### src/rtl/mash_pkg.sv
package mash_pkg;

    // Default widths of the fractional accumulators and of the integer divide value
    localparam int DEF_ACC_W = 20;
    localparam int DEF_INT_W = 8;

    // Signed offset from the cancellation logic, range -3..+4
    typedef logic signed [3:0] mash_off_t;

    // Carry history used by the cancellation logic
    typedef struct packed {
        logic c2_p;    // stage-2 carry, one step back
        logic c3_p;    // stage-3 carry, one step back
        logic c3_pp;   // stage-3 carry, two steps back
    } mash_hist_t;

endpackage

### src/rtl/mash_acc_stage.sv
module mash_acc_stage #(
    parameter int W = 20
) (
    input  logic         clk,
    input  logic         rst,
    input  logic         en,
    input  logic [W-1:0] in_i,
    output logic [W-1:0] sum_o,
    output logic         carry_o,
    output logic [W-1:0] res_q_o
);

    typedef struct packed {
        logic [W-1:0] acc;
    } stage_t;

    stage_t       st_d, st_q;
    logic [W:0]   add_w;

    always_comb begin
        add_w = {1'b0, st_q.acc} + {1'b0, in_i};
        st_d  = st_q;
        if (en) begin
            st_d.acc = add_w[W-1:0];
        end
    end

    always_ff @(posedge clk) begin
        if (rst) begin
            st_q <= '0;
        end else begin
            st_q <= st_d;
        end
    end

    assign sum_o   = add_w[W-1:0];
    assign carry_o = add_w[W];
    assign res_q_o = st_q.acc;

endmodule

### src/rtl/mash_cancel.sv
module mash_cancel
    import mash_pkg::*;
(
    input  logic      clk,
    input  logic      rst,
    input  logic      en,
    input  logic      c1_i,
    input  logic      c2_i,
    input  logic      c3_i,
    output mash_off_t off_o
);

    mash_hist_t h_d, h_q;
    logic [3:0] sum_w;

    always_comb begin
        // Modulo-16 arithmetic; the bit pattern is the two's complement offset
        sum_w = 4'(c1_i)
              + 4'(c2_i) - 4'(h_q.c2_p)
              + 4'(c3_i) - 4'({h_q.c3_p, 1'b0}) + 4'(h_q.c3_pp);

        h_d = h_q;
        if (en) begin
            h_d.c2_p  = c2_i;
            h_d.c3_pp = h_q.c3_p;
            h_d.c3_p  = c3_i;
        end
    end

    always_ff @(posedge clk) begin
        if (rst) begin
            h_q <= '0;
        end else begin
            h_q <= h_d;
        end
    end

    assign off_o = mash_off_t'(sum_w);

endmodule

### src/rtl/mash111_mod.sv
module mash111_mod
    import mash_pkg::*;
#(
    parameter int ACC_W = DEF_ACC_W,
    parameter int INT_W = DEF_INT_W
) (
    input  logic             clk,
    input  logic             rst,
    input  logic             en,
    input  logic [ACC_W-1:0] frac_i,
    input  logic [INT_W-1:0] base_i,
    output logic [INT_W-1:0] div_o,
    output logic [ACC_W-1:0] err_o
);

    localparam int NSTAGE = 3;
    localparam int LAST   = NSTAGE - 1;

    typedef struct packed {
        logic [INT_W-1:0] div;
    } out_t;

    logic [ACC_W-1:0]  st_in  [NSTAGE];
    logic [ACC_W-1:0]  st_sum [NSTAGE];
    logic [ACC_W-1:0]  st_res [NSTAGE];
    logic [NSTAGE-1:0] carry_w;
    mash_off_t         off_w;
    out_t              o_d, o_q;

    for (genvar g = 0; g < NSTAGE; g++) begin : g_stage
        if (g == 0) begin : g_head
            assign st_in[g] = frac_i;
        end else begin : g_chain
            assign st_in[g] = st_sum[g-1];
        end

        mash_acc_stage #(.W(ACC_W)) u_acc (
            .clk     (clk),
            .rst     (rst),
            .en      (en),
            .in_i    (st_in[g]),
            .sum_o   (st_sum[g]),
            .carry_o (carry_w[g]),
            .res_q_o (st_res[g])
        );
    end

    mash_cancel u_cancel (
        .clk   (clk),
        .rst   (rst),
        .en    (en),
        .c1_i  (carry_w[0]),
        .c2_i  (carry_w[1]),
        .c3_i  (carry_w[2]),
        .off_o (off_w)
    );

    always_comb begin
        o_d = o_q;
        if (en) begin
            o_d.div = base_i + INT_W'(off_w);
        end
    end

    always_ff @(posedge clk) begin
        if (rst) begin
            o_q <= '0;
        end else begin
            o_q <= o_d;
        end
    end

    assign div_o = o_q.div;
    assign err_o = st_res[LAST];

endmodule

### config.mk
export PLATFORM = sky130hd
export DESIGN_NAME = mash111_mod
export DESIGN_NICKNAME = d
export VERILOG_FILES = /design/src/rtl/mash_pkg.sv /design/src/rtl/mash_acc_stage.sv /design/src/rtl/mash_cancel.sv /design/src/rtl/mash111_mod.sv
export SDC_FILE = /design/constraint.sdc
export NUM_CORES = 1
export LEC_CHECK = 0
export BUFFER_PORTS_ARGS = -buffer_cell sky130_fd_sc_hd__buf_4
export CORE_MARGIN = 2
export CORE_UTILIZATION = 25
export DETAILED_ROUTE_END_ITERATION = 16
export SYNTH_ARGS = -nofsm -noshare
export SYNTH_HDL_FRONTEND = slang
export SYNTH_HIERARCHICAL = 1
export SYNTH_SLANG_ARGS = --single-unit
### constraint.sdc
create_clock -name clk -period 10.35 [get_ports clk]
set_input_delay 1.5525 -clock clk [delete_from_list [all_inputs] [get_ports clk]]
set_output_delay 1.5525 -clock clk [all_outputs]
set_load 0.01 [all_outputs]
Yosys cells after proc, flatten, opt, wreduce, memory -nomap -nowiden
Cells that the tools add are included.
{"block": "totals", "ff_bits": 71, "inputBits": 31, "out_inout_bits": 28, "elab_cells": 16}
{"block": "classes", "addsub": 9}
{"operator": "$add 20x20->21", "count": 3}
{"operator": "$add 4x1->4", "count": 2}
{"operator": "$add 8x8->8", "count": 1}
{"operator": "$sub 4x1->4", "count": 1}
{"operator": "$sub 4x2->4", "count": 1}
{"operator": "$add 1x1->2", "count": 1}

Depth between registers and ports, before layout
Gate-level depths: netlist of run 1.
{"block": "depth", "word_depth": 8, "mapped_depth": 31, "ltp_nobuf": 29}

Modules after synthesis
Netlist of run 1, hierarchy kept.
{"module": "mash_acc_stage (g_stage[0].u_acc ...)", "n_inst": 2, "cells_per_inst": 229, "area_per_inst_um2": 1921.8, "seq_area_each_um2": 400.4}
{"module": "mash_acc_stage (g_stage[2].u_acc)", "n_inst": 1, "cells_per_inst": 238, "area_per_inst_um2": 1908.1, "seq_area_each_um2": 400.4}
{"module": "mash111_mod", "n_inst": 1, "cells_per_inst": 74, "area_per_inst_um2": 655.6, "seq_area_each_um2": 160.2}
{"module": "mash_cancel", "n_inst": 1, "cells_per_inst": 29, "area_per_inst_um2": 269.0, "seq_area_each_um2": 60.1}

Worst setup path before layout of run 1
OpenSTA, ideal clock, no wires.
{"block": "synth_path", "path_kind": "input to register", "start": "input port frac_i[0]", "end": "register o_q (netlist bit div_o[7])", "setup_time_ns": 0.128, "t_arrival_ns": 7.523, "required_ns": 10.222, "path_slack_ns": 2.699, "path_stages": 30, "path_buffers": 2, "cell_sequence": "ha_1 > fa_1 > a211o_1 > a211o_1 > a21boi_2 > o21bai_1 > xor2_1 > ha_1 > buf_2 > nand2_1 > nor2_1 > a21boi_0 > nor2_1 > xnor2_1 > ha_1 > clkbuf_1 > a21oi_1 > o21ai_0 > a31o_2 > nor2_1 > o21ai_1 > fa_1 > inv_1 > ha_1 > inv_1 > ha_1 > a211o_1 > a2111oi_4 > o31a_2 > nor3_2"}
{"element": "start: declaration", "line": "mash111_mod.sv:10", "rtl": "input logic [ACC_W-1:0] frac_i,"}
{"element": "end signal: assignment", "line": "mash111_mod.sv:67", "rtl": "o_q <= '0;"}
{"element": "end signal: assignment", "line": "mash111_mod.sv:69", "rtl": "o_q <= o_d;"}
{"element": "end: declaration", "line": "mash111_mod.sv:28", "rtl": "out_t o_d, o_q;"}

==> results of run 1 <==
-- worst max-delay path: stages --
cell and delay (ns):
buf_4 0.11, ha_1 0.24, fa_1 0.43, a211o_1 0.37
a211o_1 0.33, a21boi_2 0.19, o21bai_1 0.16, xor2_1 0.17
ha_1 0.48, nand2_1 0.12, nor2_1 0.21, a21boi_0 0.37
nor2_1 0.10, xnor2_1 0.14, ha_1 0.40, a21oi_1 0.19
o21ai_0 0.13, a31o_2 0.24, nor2_1 0.11, o21ai_1 0.12
fa_1 0.46, a31oi_1 0.50, ha_1 0.36, o21a_2 0.16
a2111oi_4 0.35, nor4_1 0.11, nor3_2 0.17
-- stage by stage --
stage / worst slack [ns] / hold WS, ns / area [um^2] / utilization, %
6_report: 2.33 / 0.479 / 7590 / 29.3
5_1_grt: 1.85 / 0.501 / 7590 / 29.3
4_1_cts: 2.37 / 0.485 / 7590 / 29.3
3_5_place_dp: 2.03 / 0.476 / 7280 / 28.1
3_3_place_gp: 2.15 / 0.468 / 7280 / 28.1
2_1_floorplan: 2.81 / 0.465 / 6570 / -
-- per-layer routing --
layer  share of wire, %  vias to the layer above  wire (um)
met3                4.4                       10        752
met1                 48                     2729       8210
met5                  0                        -          0
li1                   -                     3019          -
met4               0.89                        0        152
met2                 47                      114       8030
-- layout make-up --
class | count | area (um^2) | area share (%)
Clock inverter | 5 | 56.3 | 0.742
Clock buffer | 11 | 253 | 3.33
Multi-Input combinational cell | 640 | 4850 | 64.0
Tap cell | 335 | 419 | 5.52
Inverter | 36 | 135 | 1.78
Timing Repair Buffer | 60 | 450 | 5.94
Sequential cell | 71 | 1420 | 18.7
-- power by group through the flow --
| stage | clock (mW) | sequential, mW | combinational, mW |
|---|---|---|---|
| after floorplan | 0 | 0.426 | 1.49 |
| after global placement | 0 | 0.425 | 1.88 |
| after detailed placement | 0 | 0.428 | 1.89 |
| after CTS | 0.340 | 0.423 | 1.90 |
| after global routing | 0.352 | 0.432 | 2.13 |
| final | 0.327 | 0.420 | 1.90 |
-- how the worst max path moves through the flow --
| stage | endpoint | slack [ns] | depth (start not counted) |
|---|---|---|---|
| detailed placement | div_o[7] | 2.03 | 27 |
| global route | div_o[7] | 1.85 | 27 |
| CTS | div_o[7] | 2.37 | 27 |
| finish | div_o[7] | 2.33 | 27 |
| floorplan | div_o[7] | 2.81 | 30 |
| global placement | div_o[7] | 2.15 | 27 |
-- registers in the layout (all words and copies together), names as in the netlist --
name                   flops
u_cancel/h_q               3
g_stage.u_acc/res_q_o     60
div_o                      8
-- cell usage in the layout, fill, tap and decap left out, drive strengths merged, types with 12 or more instances in the layout --
cell	n
a21oi	46
nor2	68
nand2b	12
nand3	16
dfxtp	71
nor3	15
a211oi	13
o311ai	12
o21ai	36
nand2	56
mux2i	36
a21o	28
buf	60
xnor2	24
and3	17
ha	73
xor2	16
inv	35
o21a	15
==> out/metrics.cfg, run 1 <==
[cts]
tritoncts=yes
clk_latency_ns=0.35
clk_transition_reported_paths_ns=0.06
postCtsSetupBuffers=0
cts_buffers=9
cts.sink_count=71
clock_path_buffers=2
hold_buffers=0
cts_resized=0
cts_max_level=3
root_buffer=clkbuf_16

[worst_hold_path]
hp-class=flip-flop to flip-flop
min_path_cells=2
min_to=div_o[1]
hp-start=div_o[1]

[placed_design]
place_congestion=0.876
placedCellCount=1142
dp_hpwl_um=13100
numPortBuffers=58

[pwr]
p_int_mw=1.36
clock_power_share_pct=12.4
sw_frac_of_total_pct=48.5
power.density_nw_per_um2=349
pwr-share-comb_pct=71.8
pwr-share-seq_pct=15.9
p_leak_nw=3.46
finalPower_mw=2.65
ir_drop_v=0.000161
switching_power_mw=1.28

[floorplan]
start_util_pct=25.4
dieArea_um2=27600
design.core.area_um2=25900
die_w_um=166
row_count=59
dieHeight_um=166
io_pins=59

[detailed_routing]
wl_um=17200
ant_nets=0
drt_pass1_iterations=5
viasPerCell=5.07
routed-via-count=5872
route.detailed.drc=0
wire_per_inst_um=14.8
drtIter0Drc=332

[global_routing]
grt_usage_pct=12.4
use_met2_pct=20.7
grt_use_met1_pct=16.5
top_usage_layer=met2
use_met3_pct=2.93
grt_pass1_vias=5477
grt_first_pass_wirelength_um=28300
antenna_found_initial=0
grt_max_degree=63
grt.overflow.total=0

[cells_and_area]
finalNetCount=928
antennaDiodeCount=0
stdcell_count=1158
drive_gt1_share_pct=13.4
fillers=2735
area_growth_pct=15.5

[critical_path]
worstPathRequired_ns=10.63
critical_path_class=input pin to flip-flop
worstReg2RegStart=g_stage[0].u_acc/res_q_o[0]
rrSetupSlack_ns=3.35
path_max_fanout=9
critPathLaunchType=input pin
reg2reg_to=div_o[7]
crit_path_end_kind=flip-flop
startpoint=frac_i[0]
worstRegToRegCells=26
worstPathArrival_ns=8.30

[sta]
rsz0062_at_grt=false
finalSetupTns_ns=0
slew_violations=0
setup_viol=0
fmax_ghz=0.125
fin_crit_ns=8.02
timing.final.crit_share_pct=77.5
hold_violations=0
maxSlewHeadroom_pct=42.9
worst_slew_pin_slew_ns=0.857
skew_ns=0.00672

[logic_synthesis]
ys_warn_count=6
synth_nets=895
synth_area_um2=6570
avgSynthCellArea_um2=8.37
synthCells=785

[outcome]
status=finished clean

[flow_run]
drv_cap=0

(Power assumes the default switching activity.)
==> run 2, diff against run 1 <==
==> constraint.sdc (replaced) <==
create_clock -name clk -period 7.9 [get_ports clk]
set_input_delay 1.185 -clock clk [delete_from_list [all_inputs] [get_ports clk]]
set_output_delay 1.185 -clock clk [all_outputs]
set_load 0.01 [all_outputs]
==> run 2 against run 1 <==
Final area grew 1.1%; routed wire length grew 3.2%; count of clock-buffer cells in the layout grew 1; first-iteration DRC count grew 13%; global-route usage grew 0.48 points; sequential cell count is the same; utilization grew 0.31 points; sequential share of layout area shrank 0.20 points; via count grew 1.7%; critical path depth grew 2; non-clock buffer count grew 7; critical endpoint unchanged; largest power group unchanged.
==> out/metrics.cfg, run 2 (synthesized netlist as in run 1, its figures left out) <==
[outcome]
status=finished clean  ; unchanged

[sta]
worst_slew_pin_slew_ns=0.797  ; was 0.857 ns
fmax_ghz=0.134
skew_ns=0.00798  ; was 0.00672 ns
rsz0062_at_grt=false  ; unchanged
hold_violations=0  ; unchanged
maxSlewHeadroom_pct=46.8  ; was 42.9%
finalSetupTns_ns=0  ; unchanged
setup_viol=0  ; unchanged
fin_crit_ns=7.48
timing.final.crit_share_pct=94.6
slew_violations=0  ; unchanged

[cts]
clk_transition_reported_paths_ns=0.06  ; about the same
clk_latency_ns=0.35  ; about the same
cts.sink_count=71  ; unchanged
root_buffer=clkbuf_16  ; unchanged
cts_max_level=3  ; unchanged
clock_path_buffers=2  ; unchanged
tritoncts=yes  ; unchanged
cts_buffers=9  ; unchanged

[global_routing]
grt_usage_pct=12.9  ; was 12.4%
grt_pass1_vias=5683  ; was 5477
grt_max_degree=63  ; unchanged
antenna_found_initial=0  ; unchanged
grt_first_pass_wirelength_um=29100  ; was 28300 um
grt.overflow.total=0  ; unchanged

[placed_design]
dp_hpwl_um=13300  ; was 13100 um
numPortBuffers=58  ; unchanged
place_congestion=0.909  ; was 0.876

[critical_path]
critical_path.slowest_cell=fa_1  ; was a31oi_1
crit_path_end_kind=flip-flop  ; unchanged
endpoint=div_o[7]  ; unchanged
reg2reg_to=div_o[7]  ; unchanged
worstPathRequired_ns=8.18  ; was 10.63 ns
path_max_fanout=9  ; unchanged
startpoint=frac_i[0]  ; unchanged
critPathMaxStageDelay_ns=0.46  ; was 0.50 ns
critPathLaunchType=input pin  ; unchanged
critical_path_class=input pin to flip-flop  ; unchanged
worstReg2RegStart=g_stage[0].u_acc/res_q_o[0]  ; unchanged
rrSetupSlack_ns=1.07  ; was 3.35 ns
worstRegToRegCells=28  ; was 26
worstPathArrival_ns=7.76  ; was 8.30 ns
cpMostUsedCell=ha_1  ; unchanged

[detailed_routing]
wl_um=17700  ; was 17200 um
drt_pass1_iterations=5  ; unchanged
wire_per_inst_um=15.2  ; was 14.8 um
route.detailed.drc=0  ; unchanged
viasPerCell=5.13  ; was 5.07
ant_nets=0  ; unchanged
drtIter0Drc=375  ; was 332
routed-via-count=5972  ; was 5872

[cells_and_area]
final_common_cell=ha_1  ; unchanged
antennaDiodeCount=0  ; unchanged
finalNetCount=935  ; was 928
largest_reg_flops=60  ; unchanged
drive_gt1_share_pct=14.1  ; was 13.4%
area_growth_pct=16.7  ; was 15.5%
most-common-layout-cells=72 x ha_1, 71 x dfxtp_1, 68 x nor2_1  ; was 73 x ha_1, 71 x dfxtp_1, 68 x nor2_1

[worst_hold_path]
hp-class=flip-flop to flip-flop  ; unchanged

[floorplan]
dieArea_um2=27600  ; unchanged
io_pins=59  ; unchanged
row_count=59  ; unchanged
die_w_um=166  ; unchanged
design.core.area_um2=25900  ; unchanged
dieHeight_um=166  ; unchanged
start_util_pct=25.4  ; unchanged

[pwr]
power.density_nw_per_um2=467  ; was 349 nW/um^2
ir_drop_v=0.000207  ; was 0.000161 V
finalPower_mw=3.58  ; was 2.65 mW
p_leak_nw=3.50  ; was 3.46 nW

[flow_run]
drv_cap=0  ; unchanged

[run 2: power breakdown]
group	switching [mW]	internal (mW)	leakage, nW
Sequential	0.0802	0.474	0.586
Clock	0.171	0.295	0.163
Combinational	1.46	1.10	2.75
Total	1.72	1.87	3.50
[run 2: routing by layer]
metal	routed length (um)	GRT usage, %	up-vias
met5	0	0	-
met4	266	3.71	0
met3	711	2.24	20
met2	8150	21.5	127
met1	8570	17.1	2781
li1	-	-	3044
[run 2: how the worst min path moves through the flow]
stage / slack [ns] / depth (start not counted) / to / from
3_3_place_gp: 0.47 / 2 / div_o[1] / div_o[1]
4_1_cts: 0.49 / 2 / div_o[1] / div_o[1]
3_5_place_dp: 0.48 / 2 / div_o[1] / div_o[1]
2_1_floorplan: 0.46 / 2 / u_cancel/h_q[2] / u_cancel/h_q[2]
6_report: 0.49 / 2 / div_o[1] / div_o[1]
5_1_grt: 0.52 / 2 / div_o[1] / div_o[1]
[run 2: area by class of cell]
class	count	area, um^2
multi-input cells	640	4850
repair buffers	67	503
clock inverters	4	77.6
fillers	2741	18200
clock buffers	12	256
inverters	36	135
well taps	335	419
flip-flops and latches	71	1420
[run 2: per-stage QoR]
stage               hold slack, ns  util (%)  setup slack, ns  instance area (um^2)  instances
floorplan                    0.465         -            0.724                  6570        785
global placement             0.471      28.3            0.173                  7330       1149
detailed placement           0.482      28.3          0.00363                  7330       1149
CTS                          0.491      29.6            0.348                  7660       1165
global route                 0.516      29.6          0.00587                  7670       1165
finish                       0.490      29.6            0.424                  7670       1165
[run 2: timing repair]
item / in CTS / in global routing
setup endpoints to repair: 0 / 4
gates resized for setup: 0 / 2
setup buffers: 0 / 0
hold buffers: 0 / 0
[run 2: critical path, delay by kind of cell]
| family | cells | cell delay (ns) |
|---|---|---|
| AOI/OAI and AO/OA | 11 | 2.69 |
| xor gates and xnor gates | 2 | 0.41 |
| adders and majority gates | 7 | 2.36 |
| buffers and inverters | 3 | 0.27 |
| and+or+nand+nor | 6 | 0.84 |
==> run 3, diff against run 2 <==
--- a/config.mk
+++ b/config.mk
@@ -11,5 +11,4 @@
 export DETAILED_ROUTE_END_ITERATION = 16
 export SYNTH_ARGS = -nofsm -noshare
 export SYNTH_HDL_FRONTEND = slang
-export SYNTH_HIERARCHICAL = 1
 export SYNTH_SLANG_ARGS = --single-unit
==> run 3 against run 2 <==
Final cell count down 4.5%; sequential share of layout area up 0.10 points; critical endpoint is now div_o[6]; clock power down 2%.
==> out/metrics.cfg, run 3 <==
[global_routing]
use_met2_pct=21.3  ; was 21.5%
grt_max_degree=60  ; was 63
use_met3_pct=1.97  ; was 2.24%
grt_first_pass_wirelength_um=26000  ; was 29100 um
top_usage_layer=met2  ; unchanged
antenna_found_initial=0  ; unchanged
grt_usage_pct=13.3  ; was 12.9%
grt_use_met1_pct=18.4  ; was 17.1%
grt_pass1_vias=5181  ; was 5683
grt.overflow.total=0  ; unchanged

[critical_path]
critPathLaunchType=input pin  ; unchanged
reg2reg_to=div_o[6]  ; was div_o[7]
worstPathRequired_ns=8.14  ; was 8.18 ns
cpMostUsedCell=ha_1  ; unchanged
critical_path_class=input pin to flip-flop  ; unchanged
worstPathArrival_ns=7.75  ; was 7.76 ns
crit_path_end_kind=flip-flop  ; unchanged
worstRegToRegCells=35  ; was 28
cp.depth=35  ; was 29
worstReg2RegStart=g_stage[0].u_acc.res_q_o[0]  ; was g_stage[0].u_acc/res_q_o[0]
path_max_fanout=5  ; was 9
crit_buf_inv=7  ; was 3
path_delay_family=adder cells  ; was compound AO/OA/AOI/OAI gates
critical_path.slowest_cell=fa_1  ; unchanged
rrSetupSlack_ns=0.99  ; was 1.07 ns
critPathMaxStageDelay_ns=0.51  ; was 0.46 ns

[worst_hold_path]
hp-class=flip-flop to flip-flop  ; unchanged
hp-start=g_stage[0].u_acc.res_q_o[9]  ; was div_o[1]
min_path_cells=1  ; was 2
min_to=g_stage[0].u_acc.res_q_o[9]  ; was div_o[1]

[logic_synthesis]
ys_types=63
synth_nets=798  ; was 895
ys_top_cells_by_count=71 x dfxtp_1, 69 x ha_1, 69 x nor2_1
ys_ff_latch=71
yosysSeqAreaShare_pct=24.4
synth_top_area_share_pct=24.4
synth.most_common_cell=dfxtp_1
synth_area_um2=5810  ; was 6570 um^2
synth_edf_count=0
synth_top_area_cell=dfxtp_1
ys_warn_count=0  ; was 6
synthFlopType=dfxtp_1
synthCells=692  ; was 785
ys_top_cells_by_area=dfxtp_1 24%, ha_1 15%, mux2i_1 5.2%
avgSynthCellArea_um2=8.40  ; was 8.37 um^2
async_flop_share_pct=0

[placed_design]
dp_hpwl_um=12500  ; was 13300 um
numPortBuffers=58  ; unchanged
place_congestion=0.886  ; was 0.909

[cts]
cts_buffers=9  ; unchanged
cts.sink_count=71  ; unchanged
clock_path_buffers=2  ; unchanged
root_buffer=clkbuf_16  ; unchanged
cts_max_level=3  ; unchanged
clk_latency_ns=0.35  ; about the same
tritoncts=yes  ; unchanged
clk_transition_reported_paths_ns=0.06  ; about the same

[detailed_routing]
viasPerCell=4.84  ; was 5.13
ant_nets=0  ; unchanged
routed-via-count=5384  ; was 5972
route.detailed.drc=0  ; unchanged
wire_per_inst_um=14.5  ; was 15.2 um
wl_um=16100  ; was 17700 um
drtIter0Drc=288  ; was 375
drt_pass1_iterations=4  ; was 5

[sta]
finalSetupTns_ns=0  ; unchanged
timing.final.crit_share_pct=95.1  ; was 94.6%
skew_ns=0.00621  ; was 0.00798 ns
worst_slew_pin_slew_ns=1.17  ; was 0.797 ns
fmax_ghz=0.133  ; was 0.134 GHz
hold-worst-slack_ns=0.485  ; was 0.490 ns
hold_violations=0  ; unchanged
fin_crit_ns=7.51  ; was 7.48 ns
slew_violations=0  ; unchanged
setup_viol=0  ; unchanged
maxSlewHeadroom_pct=21.9  ; was 46.8%

[cells_and_area]
fillers=2392  ; was 2741
finalNetCount=928  ; was 935
largest_reg_flops=60  ; unchanged
final_common_cell=buf_4  ; was ha_1
antennaDiodeCount=0  ; unchanged
drive_gt1_share_pct=24.2  ; was 14.1%
most-common-layout-cells=149 x buf_4, 71 x dfxtp_1, 67 x nor2_1, 67 x ha_1, 50 x a21oi_1  ; was 72 x ha_1, 71 x dfxtp_1, 68 x nor2_1
area_growth_pct=31.2  ; was 16.7%
final_util_pct=33.6  ; was 29.6%

[pwr]
p_leak_nw=3.59  ; was 3.50 nW
ir_drop_v=0.000208  ; was 0.000207 V
power.density_nw_per_um2=497  ; was 467 nW/um^2

[outcome]
status=finished clean  ; unchanged

[floorplan]
io_pins=59  ; unchanged
dieArea_um2=24500  ; was 27600 um^2
start_util_pct=25.6  ; was 25.4%
die_w_um=157  ; was 166 um
dieHeight_um=157  ; was 166 um
row_count=55  ; was 59
design.core.area_um2=22700  ; was 25900 um^2

[flow_run]
drv_cap=0  ; unchanged

==> run 3: power breakdown <==
| part | switching, mW | internal (mW) |
|---|---|---|
| sequential | 0.0742 | 0.467 |
| clock | 0.177 | 0.277 |
| combinational | 1.42 | 1.38 |
| total | 1.67 | 2.12 |
==> run 3: worst max path at each step <==
stage               startpoint        to
floorplan            frac_i[0]  div_o[6]
global placement     frac_i[0]  div_o[6]
detailed placement   frac_i[0]  div_o[6]
CTS                  frac_i[0]  div_o[6]
global route         frac_i[3]  div_o[6]
finish               frac_i[7]  div_o[6]
==> run 3: layer usage <==
metal	vias up	part of all wire (%)
met4	0	1.3
met5	-	0
met2	73	45
met3	15	3.5
li1	2817	-
met1	2479	50
==> run 3: repair_timing <==
action / in CTS / in global routing
hold buffers: 0 / 0
resized for setup: 0 / 26
endpoints found under the setup margin: 0 / 6
buffers inserted: 0 / 3
==> run 3: logic make-up (layout without fill, tap and decap cells) <==
group                    Yosys count  after routing  synth area share [%]
AO/OA/AOI/OAI                    220            220                  26.7
XOR/XNOR                          52             52                  7.83
adder cells (fa/ha/maj)           75             75                  16.9
buffers and inverters             63            198                  4.11
flip-flops                        71             71                  24.4
multiplexers                      30             30                  5.16
AND/OR/NAND/NOR                  181            181                  14.8
==> run 3: through the flow <==
step / instance area, um^2 / total power [mW] / cells / worst slack, ns
after global routing: 7630 / 4.13 / 1112 / -0.0216
after global placement: 7160 / 3.25 / 1093 / -0.219
after CTS: 7480 / 3.74 / 1109 / 0.0163
after detailed placement: 7160 / 3.26 / 1093 / -0.314
after floorplan: 5810 / 2.29 / 692 / 0.447
final: 7630 / 3.79 / 1112 / 0.388
==> run 3: final cells by class <==
cell class	instances	area, um^2	share of cell area (%)
Clock inverter	7	96.3	1.26
Clock buffer	9	225	2.95
Multi-Input combinational cell	558	4280	56.2
Sequential cell	71	1420	18.6
Inverter	33	124	1.62
Timing Repair Buffer	149	1120	14.7
Tap cell	285	357	4.68
